**src/rtl/rfsh_pkg.sv**
```systemverilog
package rfsh_pkg;
  typedef enum logic [1:0] {
    RF_HOLD = 2'd0,
    RF_INC  = 2'd1,
    RF_LOAD = 2'd2
  } rfsh_op_e;
endpackage

```
**src/rtl/rfsh_rst_sync.sv**
```systemverilog
module rfsh_rst_sync #(
  parameter int STAGES = 2
) (
  input  logic clk,
  input  logic rst_n,
  output logic rst_sync_n
);
  logic [STAGES-1:0] sync_q;

  always_ff @(posedge clk or negedge rst_n) begin
    if (!rst_n) sync_q <= '0;
    else        sync_q <= {sync_q[STAGES-2:0], 1'b1};
  end

  assign rst_sync_n = sync_q[STAGES-1];
endmodule

```
**src/rtl/rfsh_counter.sv**
```systemverilog
module rfsh_counter
  import rfsh_pkg::*;
#(
  parameter int REG_W = 8
) (
  input  logic             clk,
  input  logic             rst_sync_n,
  input  logic             fetch_done_i,
  input  logic             load_en_i,
  input  logic [REG_W-1:0] load_val_i,
  output logic [REG_W-1:0] rfsh_q
);
  localparam int CNT_W = REG_W - 1;

  rfsh_op_e         op;
  logic [REG_W-1:0] rfsh_d;
  logic             rfsh_en;
  logic [CNT_W-1:0] cnt_inc;

  // Load has priority over an increment in the same cycle.
  always_comb begin
    if (load_en_i)         op = RF_LOAD;
    else if (fetch_done_i) op = RF_INC;
    else                   op = RF_HOLD;
  end

  assign cnt_inc = rfsh_q[CNT_W-1:0] + {{(CNT_W-1){1'b0}}, 1'b1};

  always_comb begin
    rfsh_d  = rfsh_q;
    rfsh_en = 1'b0;
    unique case (op)
      RF_LOAD: begin
        rfsh_d  = load_val_i;
        rfsh_en = 1'b1;
      end
      RF_INC: begin
        rfsh_d  = {rfsh_q[REG_W-1], cnt_inc};
        rfsh_en = 1'b1;
      end
      default: begin
        rfsh_d  = rfsh_q;
        rfsh_en = 1'b0;
      end
    endcase
  end

  always_ff @(posedge clk or negedge rst_sync_n) begin
    if (!rst_sync_n)  rfsh_q <= '0;
    else if (rfsh_en) rfsh_q <= rfsh_d;
  end
endmodule

```
**src/rtl/rfsh_addr_mux.sv**
```systemverilog
module rfsh_addr_mux #(
  parameter int REG_W  = 8,
  parameter int PAGE_W = 8
) (
  input  logic                    refresh_slot_i,
  input  logic [PAGE_W-1:0]       page_i,
  input  logic [REG_W-1:0]        rfsh_q,
  output logic [PAGE_W+REG_W-1:0] addr_o,
  output logic                    addr_drive_o,
  output logic                    rfsh_o
);
  localparam int ADDR_W = PAGE_W + REG_W;

  always_comb begin
    addr_o       = '0;
    addr_drive_o = 1'b0;
    rfsh_o       = 1'b0;
    if (refresh_slot_i) begin
      addr_o       = {page_i, rfsh_q};
      addr_drive_o = 1'b1;
      rfsh_o       = 1'b1;
    end
  end

  logic [ADDR_W-1:0] unused_width_ref;
  assign unused_width_ref = addr_o;
endmodule

```
**src/rtl/dram_rfsh_addr.sv**
```systemverilog
module dram_rfsh_addr #(
  parameter int REG_W  = 8,
  parameter int PAGE_W = 8
) (
  input  logic                    clk,
  input  logic                    rst_n,
  input  logic                    fetch_done_i,
  input  logic                    load_en_i,
  input  logic [REG_W-1:0]        load_val_i,
  input  logic                    refresh_slot_i,
  input  logic [PAGE_W-1:0]       page_i,
  output logic [PAGE_W+REG_W-1:0] addr_o,
  output logic                    addr_drive_o,
  output logic                    rfsh_o
);
  logic             rst_sync_n;
  logic [REG_W-1:0] rfsh_q;

  rfsh_rst_sync #(.STAGES(2)) u_rst_sync (
    .clk        (clk),
    .rst_n      (rst_n),
    .rst_sync_n (rst_sync_n)
  );

  rfsh_counter #(.REG_W(REG_W)) u_counter (
    .clk          (clk),
    .rst_sync_n   (rst_sync_n),
    .fetch_done_i (fetch_done_i),
    .load_en_i    (load_en_i),
    .load_val_i   (load_val_i),
    .rfsh_q       (rfsh_q)
  );

  rfsh_addr_mux #(.REG_W(REG_W), .PAGE_W(PAGE_W)) u_mux (
    .refresh_slot_i (refresh_slot_i),
    .page_i         (page_i),
    .rfsh_q         (rfsh_q),
    .addr_o         (addr_o),
    .addr_drive_o   (addr_drive_o),
    .rfsh_o         (rfsh_o)
  );
endmodule

```
**config.mk**
```make
export PLATFORM = sky130hd
export DESIGN_NAME = dram_rfsh_addr
export DESIGN_NICKNAME = d
export VERILOG_FILES = /design/src/rtl/rfsh_pkg.sv /design/src/rtl/rfsh_rst_sync.sv /design/src/rtl/rfsh_counter.sv /design/src/rtl/rfsh_addr_mux.sv /design/src/rtl/dram_rfsh_addr.sv
export SDC_FILE = /design/constraint.sdc
export NUM_CORES = 1
export LEC_CHECK = 0
export ABC_AREA = 1
export BUFFER_PORTS_ARGS = -buffer_cell sky130_fd_sc_hd__buf_4
export CAP_MARGIN = 25
export CORE_MARGIN = 2
export CORE_UTILIZATION = 25
export DETAILED_ROUTE_END_ITERATION = 10
export PLACE_DENSITY = 0.58
export SETUP_SLACK_MARGIN = 0.02
export SLEW_MARGIN = 20
export SYNTH_ARGS = -nofsm -noshare
export SYNTH_HDL_FRONTEND = slang
export SYNTH_SLANG_ARGS = --single-unit
```
**constraint.sdc**
```tcl
create_clock -name clk -period 0.87 [get_ports clk]
set_input_delay 0.174 -clock clk [delete_from_list [all_inputs] [get_ports clk]]
set_output_delay 0.174 -clock clk [all_outputs]
set_load 0.1 [all_outputs]
```
==> Word-level counts from Yosys, hierarchy flattened <==
Index checks and enable logic that the tools add are counted.
Widths: inputs -> output; s select.
{ "totals": {"in_bits": 21, "register_bits": 10, "out_inout_bits": 18, "word_cells": 17} }
{ "op_classes": {"bitwise_logic": 1, "mux": 6, "n_reduce_logical": 4, "n_addsub": 1, "eq_ne": 2} }
{ "op_table": {"columns": ["op", "n"], "rows": [
  ["$mux 16", 1],
  ["$pmux 8 s2", 1],
  ["$add 7x1->7 const B", 1],
  ["$mux 1", 3],
  ["$reduce_and 3->1", 1],
  ["$eq 2x1->1 const B", 1],
  ["$eq 2x2->1 const B", 1],
  ["$mux 2", 1],
  ["$reduce_and 2->1", 1],
  ["$reduce_bool 2->1", 1],
  ["$reduce_or 2->1", 1],
  ["$not 1->1", 1]
]} }

==> Logic depth before layout (Yosys ltp) <==
Gate-level depths: netlist of run 1.
{ "depth": {"depth_word": 6, "ltp_mapped": 6, "depth_no_buf": 6} }

==> Cells and area by module <==
A second synthesis of run 1 with hierarchy kept.
{ "unflattened": {"cells_unflattened": 98, "area_unflattened_um2": 694.4} }
{ "modules_own_cells": {"columns": ["module", "cells_each", "seq_area_each_um2", "area_each_um2", "instances"], "rows": [
  ["rfsh_counter", 59, 200.2, 461.7, 1],
  ["rfsh_addr_mux", 36, 0.0, 178.9, 1],
  ["rfsh_rst_sync", 3, 50.0, 53.8, 1]
]} }

==> Least setup slack after synthesis of run 1 <==
OpenSTA, ideal clock, no wires.
{ "synth_timing": {"path_kind": "input to output", "start": "input refresh_slot_i", "end": "output addr_o[0]", "slack_ns": -0.443, "stages": 4, "t_required_ns": 0.696, "n_path_buf": 2, "t_arrival_ns": 1.139, "path_cell_list": "clkbuf_2 buf_2 nand2_1 inv_1"} }
{ "synth_between": {"elab_chain_cells": 1} }
{ "synth_rtl": {"columns": ["element", "line", "text"], "rows": [
  ["start, declared", "dram_rfsh_addr.sv:10", "input logic refresh_slot_i,"],
  ["$mux 16", "rfsh_addr_mux.sv:18", "if (refresh_slot_i) begin"],
  ["end, declared", "dram_rfsh_addr.sv:12", "output logic [PAGE_W+REG_W-1:0] addr_o,"]
]} }
No other way between the ends.

==> Worst setup path after layout of run 1 <==
{ "layout_timing": {"start": "register u_counter.rfsh_q[1]", "end": "output addr_o[1]"} }
{ "layout_between": {"elab_chain_cells": 1} }
{ "layout_rtl": {"columns": ["element", "line", "text"], "rows": [
  ["start, declared", "rfsh_counter.sv:11", "output logic [REG_W-1:0] rfsh_q"],
  ["start signal, assigned", "rfsh_counter.sv:50", "else if (rfsh_en) rfsh_q <= rfsh_d;"],
  ["$mux 16", "rfsh_addr_mux.sv:18", null]
]} }
No other way between the ends.

==> impl_metrics.yaml, run 1 <==
outcome:
  outcome: "finished, violations left"
  violated_checks: "setup timing"
final_layout:
  fraction_of_final_layout_cells_sized_beyond_drive_strength_1: 0.691
  sequential_cell_area_sq_um: 251
  final_nets: 186
  fillers: 202
  n_antenna_cell: 0
  final_core_util: 0.632
  finish.cell_count_without_fillers: 192
  most_used_cells_in_the_layout_excluding_fill_and_tap_cells: "38 x buf_4, 20 x nand2_1, 16 x clkinvlp_4, 12 x nand2_2, 12 x buf_12"
  area_growth_pct: 134
  most_frequent_standard_cell_in_the_layout_excluding_fill_and_tap_cells: "buf_4"
  multi_input_area_sq_um: 409
power_and_ir_drop:
  p_leak_nw: 0.737
  pwr_density_cell_nw_per_um2: 1320
  worst_voltage_drop_across_the_vdd_grid_v: 0.00112
  totalPowerFinal_mw: 2.11
timing:
  layout_min_cycle_time_ns: 1.22
  hold_violations: 0
  drv_slew: 0
  skew_ns: 0.00701
  fmax_mhz: 822
  postLayoutSetupSlackWorst_ns: -0.346
  setup_violations: 15
  rsz0062_at_grt: "yes"
  fin_crit_sh: 1.40
grt:
  antenna_found_initial: 0
  grt_use_total: 0.140
  global_route.overflow_total: 0
  vias_in_the_first_global_route: 822
  largest_net_degree_at_the_start_of_global_routing: 18
  grt_pass1_wl_mm: 3.53
synth:
  syn-mean-instance-area_sq_um: 6.74
  post-synth-top-area-fraction: 0.368
  yosys.area.top_type: "dfrtp_1"
  mappedNetlistArea_sq_um: 681
  synth.net_count: 123
  synth_area_leaders: "dfrtp_1 37%, nand2_1 20%, inv_1 13%"
  synth_seq_cells: 10
  yosys_warnings: 0
  synthCells: 101
  yosys.cell_types.count: 18
  synth.yosys.seq_area_share: 0.368
clocking:
  clk-insertion-delay-late_ns: 0.26
  cts_tree: "built"
  cts_root_buffer: "clkbuf_4"
  cts_made_buffers: 3
  clk_pin_slew_ns: 0.06
  cts_max_path_buffers: 2
  cts.htree.levels: 1
  cts_sinks: 10
worst_setup_path:
  crit_path_dat_ns: 1.04
  crit_required_ns: 0.70
  critPathCaptureType: "output port"
  worst_setup_path_startpoint: "u_counter.rfsh_q[1]$_DFFE_PN0P_"
  setup.worst_path.class: "register to output port"
  timing.rr.start: "u_counter.rfsh_q[1]$_DFFE_PN0P_"
  timing.critical_path.fanout_max: 3
  critical_path.startpoint_type: "register"
hold_path:
  timing.hold.worst.class: "register to async pin"
place:
  placed_cells_incl_taps: 176
  port-buffer-count: 38
  dp_worst_setup_slack_ns: -0.240
  gpl.final_weighted_congestion: 0.762
  dpl.hpwl_mm: 1.54
floorplanning:
  fp.dieH_um: 56.2
  die_x_um: 56.2
  die_area_sq_um: 3160
  floorplan.io_pins: 39
  floorplan.initialDensity: 0.270
  core_region_area_sq_um: 2520
  floorplan.rows: 18
detailed_routing:
  initialDrtViolationCount: 17
  dr.pass1.iters: 4
  routed_via_density: 4.44
  wire_per_inst_um: 11.6
  ant_nets: 0
  wirelength_mm: 2.23
  drc: 0
  vias: 853
run:
  max-cap-violations: 0
-- layout make-up --
class | instances | share of cell area
well taps | 30 | 0.0235
repair buffers | 64 | 0.454
clock buffers | 3 | 0.0141
flip-flops and latches | 10 | 0.158
multi-input cells | 61 | 0.257
inverters | 24 | 0.0942
-- logic make-up after synthesis --
group	synth area share
AND/OR/NAND/NOR	0.298
other	0.00551
flip-flops	0.368
adder cells (fa/ha/maj)	0.0184
XOR/XNOR	0.0129
AO/OA/AOI/OAI	0.101
buffers and inverters	0.197
-- state kept, by name, indices dropped and copies added (netlist names) --
register,count
u_rst_sync.sync_q,2
u_counter.rfsh_q,8
-- worst max-delay path, cell delays in order, from the launching register on --
cell and delay [ns]:
dfrtp_1 0.41, nand2_2 0.10, clkinvlp_4 0.10, buf_12 0.17
-- where the power goes --
part	internal [mW]	switching (mW)	total [mW]
registers	0.512	0.0482	0.561
clock network	0.159	0.139	0.298
logic	0.536	0.715	1.25
-- metrics by stage --
step                      hold slack [ns]  cell area, sq um  TNS, ns
after floorplan                    -0.122               803    -3.41
after CTS                           0.122              1470    -3.85
final                               0.127              1590    -4.12
after detailed placement          -0.0417              1160    -4.28
after global placement            -0.0415              1160    -3.99
after global routing                0.132              1590    -4.93
-- synth_stat cells --
master    instances
nand2_1          37
inv_1            23
dfrtp_1          10
nand3_1           9
a22oi_1           5
buf_4             3
nor2_2            3
buf_2             1
buf_6             1
clkbuf_2          1
conb_1            1
ha_1              1
inv_2             1
o211ai_1          1
o21ai_0           1
o21bai_1          1
o21bai_2          1
xnor2_1           1
-- worst paths after layout --
kind | to | slack (ns) | cells past startpoint
max | addr_o[1] | -0.35 | 3
min | u_counter.rfsh_q[0]$_DFFE_PN0P_ | 0.13 | 0
max reg2reg | u_counter.rfsh_q[5]$_DFFE_PN0P_ | -0.29 | 7
min reg2reg | u_counter.rfsh_q[0]$_DFFE_PN0P_ | 0.13 | 0
max in group asynchronous | u_counter.rfsh_q[2]$_DFFE_PN0P_ | 0.47 | 0
min in group clk | u_counter.rfsh_q[7]$_DFFE_PN0P_ | 0.13 | 3
-- per-layer routing --
metal  track usage  wire length [um]
met1         0.150               833
met2         0.266              1290
met3        0.0419                94
met4        0.0306                13
met5             0                 0
-- repair_timing --
action | in CTS | in global routing
hold buffers | 1 | 0
setup buffers | 9 | 2
resized for setup | 53 | 18
cloned | 0 | 1
pin swaps | 2 | 9
setup endpoints to repair | 24 | 25
endpoints found under the hold margin | 2 | 0
(Power assumes the default switching activity.)
==> inputs of run 2 (changes only) <==
--- a/config.mk
+++ b/config.mk
@@ -11,9 +11,10 @@
 export CORE_MARGIN = 2
 export CORE_UTILIZATION = 25
 export DETAILED_ROUTE_END_ITERATION = 10
-export PLACE_DENSITY = 0.58
+export PLACE_DENSITY = 0.57
 export SETUP_SLACK_MARGIN = 0.02
 export SLEW_MARGIN = 20
 export SYNTH_ARGS = -nofsm -noshare
 export SYNTH_HDL_FRONTEND = slang
+export SYNTH_HIERARCHICAL = 1
 export SYNTH_SLANG_ARGS = --single-unit
==> run 2 against run 1 <==
  * Largest cell class unchanged
  * Sequential cell count stayed put
  * Critical endpoint unchanged
  * Clock skew fell by 0.0050 ns
  * First-iteration DRC count shrank 53%
  * Die area rose by 1.9%
  * Count of clock-buffer cells in the layout increased by 1
  * The flow still finishes with violations (setup timing)
==> impl_metrics.yaml, run 2 <==
hold_path:
  whs_path_depth: 3
  timing.hold.worst.class: "input port to register"
  whs_endpoint: "u_counter/rfsh_q[7]$_DFFE_PN0P_"
  min-delay-start: "load_val_i[7]"
clocking:
  cts_sinks: 10
  clk-insertion-delay-late_ns: 0.28
  cts_max_path_buffers: 2
  clk_pin_slew_ns: 0.07
  cts.htree.levels: 1
  cts_made_buffers: 3
  cts_tree: "built"
  cts_root_buffer: "clkbuf_4"
worst_setup_path:
  timing.rr.start: "u_counter/rfsh_q[2]$_DFFE_PN0P_"
  timing.rr.end: "u_counter/rfsh_q[2]$_DFFE_PN0P_"
  r2r_worst_path_depth: 5
  critical_path.startpoint_type: "register"
  cp_cell_sequence: "nand2_2 -> clkinvlp_4 -> buf_12"
  worst_path_largest_cell_delay_ns: 0.41
  timing.critical_path.fanout_max: 3
  cp_num_buf_inv: 2
  timing.critical_path.slowest_stage_cell: "dfrtp_1"
  critical-path-top-delay-family: "flip-flops"
  critPathCaptureType: "output port"
  timing.reg2reg.setup_slack_ns: -0.29
  crit_required_ns: 0.70
  setup.worst_path.class: "register to output port"
  crit_path_dat_ns: 1.05
detailed_routing:
  dr.pass1.iters: 6
  ant_nets: 0
  routed_via_density: 4.27
  drc: 0
  wirelength_mm: 2.11
  wire_per_inst_um: 11.3
  vias: 795
  initialDrtViolationCount: 8
power_and_ir_drop:
  p_leak_nw: 0.702
  pwr_density_cell_nw_per_um2: 1450
  worst_voltage_drop_across_the_vdd_grid_v: 0.00116
synth:
  synthSimpleGateAreaFrac: 0.303
  synth_area_leaders: "dfrtp_1 36%, nand2_1 16%, inv_1 11%"
  yosys_warnings: 6
  mappedNetlistArea_sq_um: 694
  synth_adder_area_share: 0.0180
  post-synth-top-area-fraction: 0.360
  synth.yosys.seq_area_share: 0.360
  yosysMostFrequentCell: "nand2_1"
  synth_top_flop_cell: "dfrtp_1"
  largest_family_of_logic_cells_by_synthesized_area: "simple AND/OR/NAND/NOR gates"
  synth_compound_gate_area_share: 0.0991
  yosys-top-cells-count: "29 x nand2_1, 20 x inv_1, 10 x dfrtp_1, 6 x nand2_2, 6 x nor2_1"
  yosys.cell_types.count: 22
  synth.area.mux_share: 0
  async_flop_share: 1.00
  synth.net_count: 120
  synthCells: 98
  syn-mean-instance-area_sq_um: 7.09
  xor_and_xnor_fraction_of_the_mapped_netlist_area: 0.0126
  synth_seq_cells: 10
  synth-edff-count: 0
  yosys.area.top_type: "dfrtp_1"
final_layout:
  finish.cell_count_without_fillers: 186
  final_core_util: 0.555
  fillers: 254
  most_used_cells_in_the_layout_excluding_fill_and_tap_cells: "38 x buf_4, 18 x nand2_1, 16 x clkinvlp_4, 12 x buf_12, 10 x dfrtp_1"
  fraction_of_final_layout_cells_sized_beyond_drive_strength_1: 0.652
  n_antenna_cell: 0
  final_nets: 178
  sequential_cell_area_sq_um: 250
  regMostFlops: "u_counter/rfsh_q"
  layout.cell_area.non_filler_sq_um: 1490
  largest_register_ffs: 8
  area_growth_pct: 115
  multi_input_area_sq_um: 402
  most_frequent_standard_cell_in_the_layout_excluding_fill_and_tap_cells: "buf_4"
  largest_regs: "u_counter/rfsh_q x8, u_rst_sync/sync_q x2"
place:
  port-buffer-count: 38
  placed_cells_incl_taps: 172
  gpl.final_weighted_congestion: 0.762
  dp_worst_setup_slack_ns: -0.200
  placement.cell_area_sq_um: 1180
  dpl.hpwl_mm: 1.43
grt:
  largest_net_degree_at_the_start_of_global_routing: 10
  grt_pass1_wl_mm: 3.62
  antenna_found_initial: 0
  grt_use_total: 0.147
  vias_in_the_first_global_route: 788
  global_route.overflow_total: 0
timing:
  setup_violations: 22
  layout_min_cycle_time_ns: 1.22
  fin_crit_sh: 1.41
  hold_violations: 0
  skew_ns: 0.00198
  fmax_mhz: 817
  fin_setup_tns_ns: -4.43
  postLayoutSetupSlackWorst_ns: -0.353
  drv_slew: 0
  rsz0062_at_grt: "yes"
floorplanning:
  floorplan.rows: 19
  fp.dieH_um: 56.7
  die_area_sq_um: 3220
  die_x_um: 56.7
  floorplan.initialDensity: 0.259
  floorplan.io_pins: 39
  core_region_area_sq_um: 2690
outcome:
  violated_checks: "setup timing"
  outcome: "finished, violations left"
run:
  max-cap-violations: 0
## run 2: kinds of logic after synthesis
group | count (synthesis)
AOI/OAI and AO/OA | 10
buffers and inverters | 27
xor gates and xnor gates | 1
and+or+nand+nor | 48
adders and majority gates | 1
DFF | 10
other | 1
## run 2: cell type report
class                           instances  area share
Clock buffer                            4      0.0243
Inverter                               22      0.0956
Multi-Input combinational cell         61       0.269
Sequential cell                        10       0.168
Tap cell                               31      0.0260
Timing Repair Buffer                   58       0.417
## run 2: tightest hold or removal path, delay by kind of cell
| family | cells | cell delay (ns) |
|---|---|---|
| buf+inv | 1 | 0.07 |
| simple gates | 2 | 0.09 |
## run 2: what timing repair did
action	4_1_cts	5_1_grt
endpoints found under the setup margin	24	24
endpoints found under the hold margin	2	0
resized for setup	38	10
buffers inserted	8	1
hold buffers	1	0
pin swaps	7	2
## run 2: routing by layer
metal | vias to the layer above | global-route usage | part of all wire
li1 | 403 | - | -
met1 | 359 | 0.165 | 0.38
met2 | 29 | 0.269 | 0.55
met3 | 4 | 0.0253 | 0.052
met4 | 0 | 0.0612 | 0.018
met5 | - | 0 | 0
## run 2: stage by stage
step	hold WS, ns	total power, mW
after floorplan	-0.122	1.23
after global placement	-0.0436	1.47
after CTS	0.0813	2.13
final	0.0840	2.16
after global routing	0.0955	2.26
after detailed placement	-0.0412	1.48
## run 2: report_power, final
part	internal, mW	leakage [nW]	switching, mW	total, mW
Combinational	0.459	0.561	0.694	1.15
Sequential	0.510	0.120	0.0441	0.554
Clock	0.255	0.0210	0.195	0.451
Total	1.22	0.702	0.933	2.16
## run 2: worst max path at each step
stage	from	endpoint	slack, ns	cells after the start
final	u_counter/rfsh_q[1]$_DFFE_PN0P_	addr_o[1]	-0.35	3
after global routing	u_counter/rfsh_q[0]$_DFFE_PN0P_	addr_o[0]	-0.39	3
after CTS	u_counter/rfsh_q[2]$_DFFE_PN0P_	addr_o[2]	-0.34	3
after detailed placement	u_counter/rfsh_q[1]$_DFFE_PN0P_	u_counter/rfsh_q[4]$_DFFE_PN0P_	-0.20	6
after global placement	u_counter/rfsh_q[1]$_DFFE_PN0P_	u_counter/rfsh_q[4]$_DFFE_PN0P_	-0.17	6
after floorplan	u_counter/rfsh_q[3]$_DFFE_PN0P_	addr_o[3]	-0.21	2
==> inputs of run 3 (changes only) <==
--- a/config.mk
+++ b/config.mk
@@ -8,10 +8,12 @@
 export ABC_AREA = 1
 export BUFFER_PORTS_ARGS = -buffer_cell sky130_fd_sc_hd__buf_4
 export CAP_MARGIN = 25
+export CELL_PAD_IN_SITES_DETAIL_PLACEMENT = 1
+export CELL_PAD_IN_SITES_GLOBAL_PLACEMENT = 2
 export CORE_MARGIN = 2
-export CORE_UTILIZATION = 25
+export CORE_UTILIZATION = 21
 export DETAILED_ROUTE_END_ITERATION = 10
-export PLACE_DENSITY = 0.57
+export PLACE_DENSITY = 0.83
 export SETUP_SLACK_MARGIN = 0.02
 export SLEW_MARGIN = 20
 export SYNTH_ARGS = -nofsm -noshare
==> run 3 against run 2 <==
  * The flow still finishes with violations (setup timing)
  * Non-clock buffer count is 1 higher
  * Wire length up 14%
  * Count of clock-buffer cells in the layout decreased by 1
  * Global-route usage shrank 0.99 points
  * Register-to-register slack about the same
  * Clock skew grew 0.0065 ns
  * Clock power decreased by 27%
  * Design area rose by 2.5%
  * Critical path type unchanged
  * Largest power group unchanged
  * Highest routed layer unchanged
==> impl_metrics.yaml, run 3 (synthesized netlist as in run 2, its figures left out) <==
worst_setup_path:
  worstSetupEndpoint: "addr_o[0]"
  timing.critical_path.slowest_stage_cell: "dfrtp_1"
  crit_path_dat_ns: 1.05
  timing.critical_path.fanout_max: 3
  critical_path.startpoint_type: "register"
  r2r_worst_path_depth: 7
  worst_path_largest_cell_delay_ns: 0.41
  worst_setup_path_startpoint: "u_counter/rfsh_q[0]$_DFFE_PN0P_"
  critPathCaptureType: "output port"
  timing.rr.start: "u_counter/rfsh_q[1]$_DFFE_PN0P_"
  timing.reg2reg.setup_slack_ns: -0.29
  setup.worst_path.class: "register to output port"
  timing.rr.end: "u_counter/rfsh_q[4]$_DFFE_PN0P_"
  crit_required_ns: 0.70
  cp_cell_sequence: "nand2_2 -> clkinvlp_4 -> buf_8"
power_and_ir_drop:
  power.share.switching: 0.449
  p_switching_mw: 0.930
  worst_voltage_drop_across_the_vdd_grid_v: 0.000622
  p_leak_nw: 0.709
  p_comb_frac: 0.569
  pwr_density_cell_nw_per_um2: 1350
  clkPwrFrac: 0.160
  p_int_mw: 1.14
  power.sequential.fraction: 0.271
timing:
  setup_violations: 21
  drv_slew: 0
  rsz0062_at_grt: "yes"
  fin_crit_sh: 1.41
  postLayoutSetupSlackWorst_ns: -0.357
  layout_min_cycle_time_ns: 1.23
  fin_setup_tns_ns: -4.38
  hold_violations: 0
  skew_ns: 0.00853
  fmax_mhz: 815
place:
  gpl.final_weighted_congestion: 0.810
  port-buffer-count: 38
  dpl.hpwl_mm: 1.70
grt:
  grt_use_total: 0.137
  grt_pass1_wl_mm: 3.75
  global_route.overflow_total: 0
  largest_net_degree_at_the_start_of_global_routing: 10
  vias_in_the_first_global_route: 826
  antenna_found_initial: 0
detailed_routing:
  routed_via_density: 4.15
  ant_nets: 0
  dr.pass1.iters: 4
  drc: 0
  vias: 826
  initialDrtViolationCount: 6
  wirelength_mm: 2.40
  wire_per_inst_um: 12.0
final_layout:
  largest_regs: "u_counter/rfsh_q x8, u_rst_sync/sync_q x2"
  final_core_util: 0.493
  fillers: 370
  largest_register_ffs: 8
  area_growth_pct: 120
  regMostFlops: "u_counter/rfsh_q"
  sequential_cell_area_sq_um: 251
  n_antenna_cell: 0
  multi_input_area_sq_um: 417
  fraction_of_final_layout_cells_sized_beyond_drive_strength_1: 0.690
  most_used_cells_in_the_layout_excluding_fill_and_tap_cells: "35 x buf_4, 16 x clkinvlp_4, 14 x nand2_1, 12 x nand2_2"
  most_frequent_standard_cell_in_the_layout_excluding_fill_and_tap_cells: "buf_4"
  final_nets: 179
clocking:
  clk-insertion-delay-late_ns: 0.27
  cts_made_buffers: 3
  cts_sinks: 10
  cts_tree: "built"
  cts.htree.levels: 1
  cts_root_buffer: "clkbuf_4"
  cts_max_path_buffers: 2
  clk_pin_slew_ns: 0.07
run:
  max-cap-violations: 0
floorplanning:
  floorplan.initialDensity: 0.224
  die_area_sq_um: 3780
  core_region_area_sq_um: 3100
  floorplan.rows: 20
  die_x_um: 61.5
  floorplan.io_pins: 39
  fp.dieH_um: 61.5
hold_path:
  timing.hold.worst.class: "input port to register"
outcome:
  outcome: "finished, violations left"
  violated_checks: "setup timing"
## run 3: what timing repair did
action,CTS,global route
buffers inserted,8,2
gates cloned,0,0
setup endpoints to repair,24,23
pin swaps,6,7
endpoints found under the hold margin,2,0
gates resized for setup,46,14
hold buffers,1,0
## run 3: area by class of cell
cell class                      count  area share
Tap cell                           44      0.0360
Multi-Input combinational cell     61       0.273
Sequential cell                    10       0.164
Timing Repair Buffer               59       0.419
Inverter                           22      0.0933
Clock buffer                        3      0.0147
## run 3: per-stage QoR
step                power [mW]  setup WS, ns  instance area (sq um)  hold WS, ns  cells
floorplan                 1.23        -0.213                    818       -0.122     98
global placement          1.46        -0.186                   1180      -0.0436    185
detailed placement        1.48        -0.258                   1180      -0.0422    185
CTS                       2.03        -0.346                   1470        0.104    197
global route              2.17        -0.401                   1530        0.117    199
finish                    2.07        -0.357                   1530        0.115    199
## run 3: per-layer routing
layer / track usage / wire length (um) / part of all wire
met5: 0 / 0 / 0
met4: 0.0547 / 61 / 0.025
met3: 0.0231 / 114 / 0.048
met2: 0.254 / 1260 / 0.53
met1: 0.153 / 958 / 0.40
## run 3: power by group through the flow
| stage | Clock, mW | Combinational [mW] | Sequential, mW |
|---|---|---|---|
| 2_1_floorplan | 0 | 0.649 | 0.579 |
| 3_3_place_gp | 0 | 0.877 | 0.583 |
| 3_5_place_dp | 0 | 0.891 | 0.586 |
| 4_1_cts | 0.350 | 1.12 | 0.558 |
| 5_1_grt | 0.363 | 1.24 | 0.569 |
| 6_report | 0.331 | 1.18 | 0.561 |
## run 3: how the worst min path moves through the flow
stage | cells after the start | start | to | slack [ns]
floorplan | 0 | rst_n | u_rst_sync/sync_q[0]$_DFF_PN0_ | -0.12
global placement | 1 | rst_n | u_rst_sync/sync_q[0]$_DFF_PN0_ | -0.04
detailed placement | 1 | rst_n | u_rst_sync/sync_q[0]$_DFF_PN0_ | -0.04
CTS | 3 | load_val_i[7] | u_counter/rfsh_q[7]$_DFFE_PN0P_ | 0.10
global route | 3 | load_val_i[7] | u_counter/rfsh_q[7]$_DFFE_PN0P_ | 0.12
finish | 3 | load_val_i[7] | u_counter/rfsh_q[7]$_DFFE_PN0P_ | 0.12
## run 3: critical path: cells and delay by family (launching register included)
kind | cells | cell delay, ns
DFF | 1 | 0.41
buffers and inverters | 2 | 0.26
and+or+nand+nor | 1 | 0.10
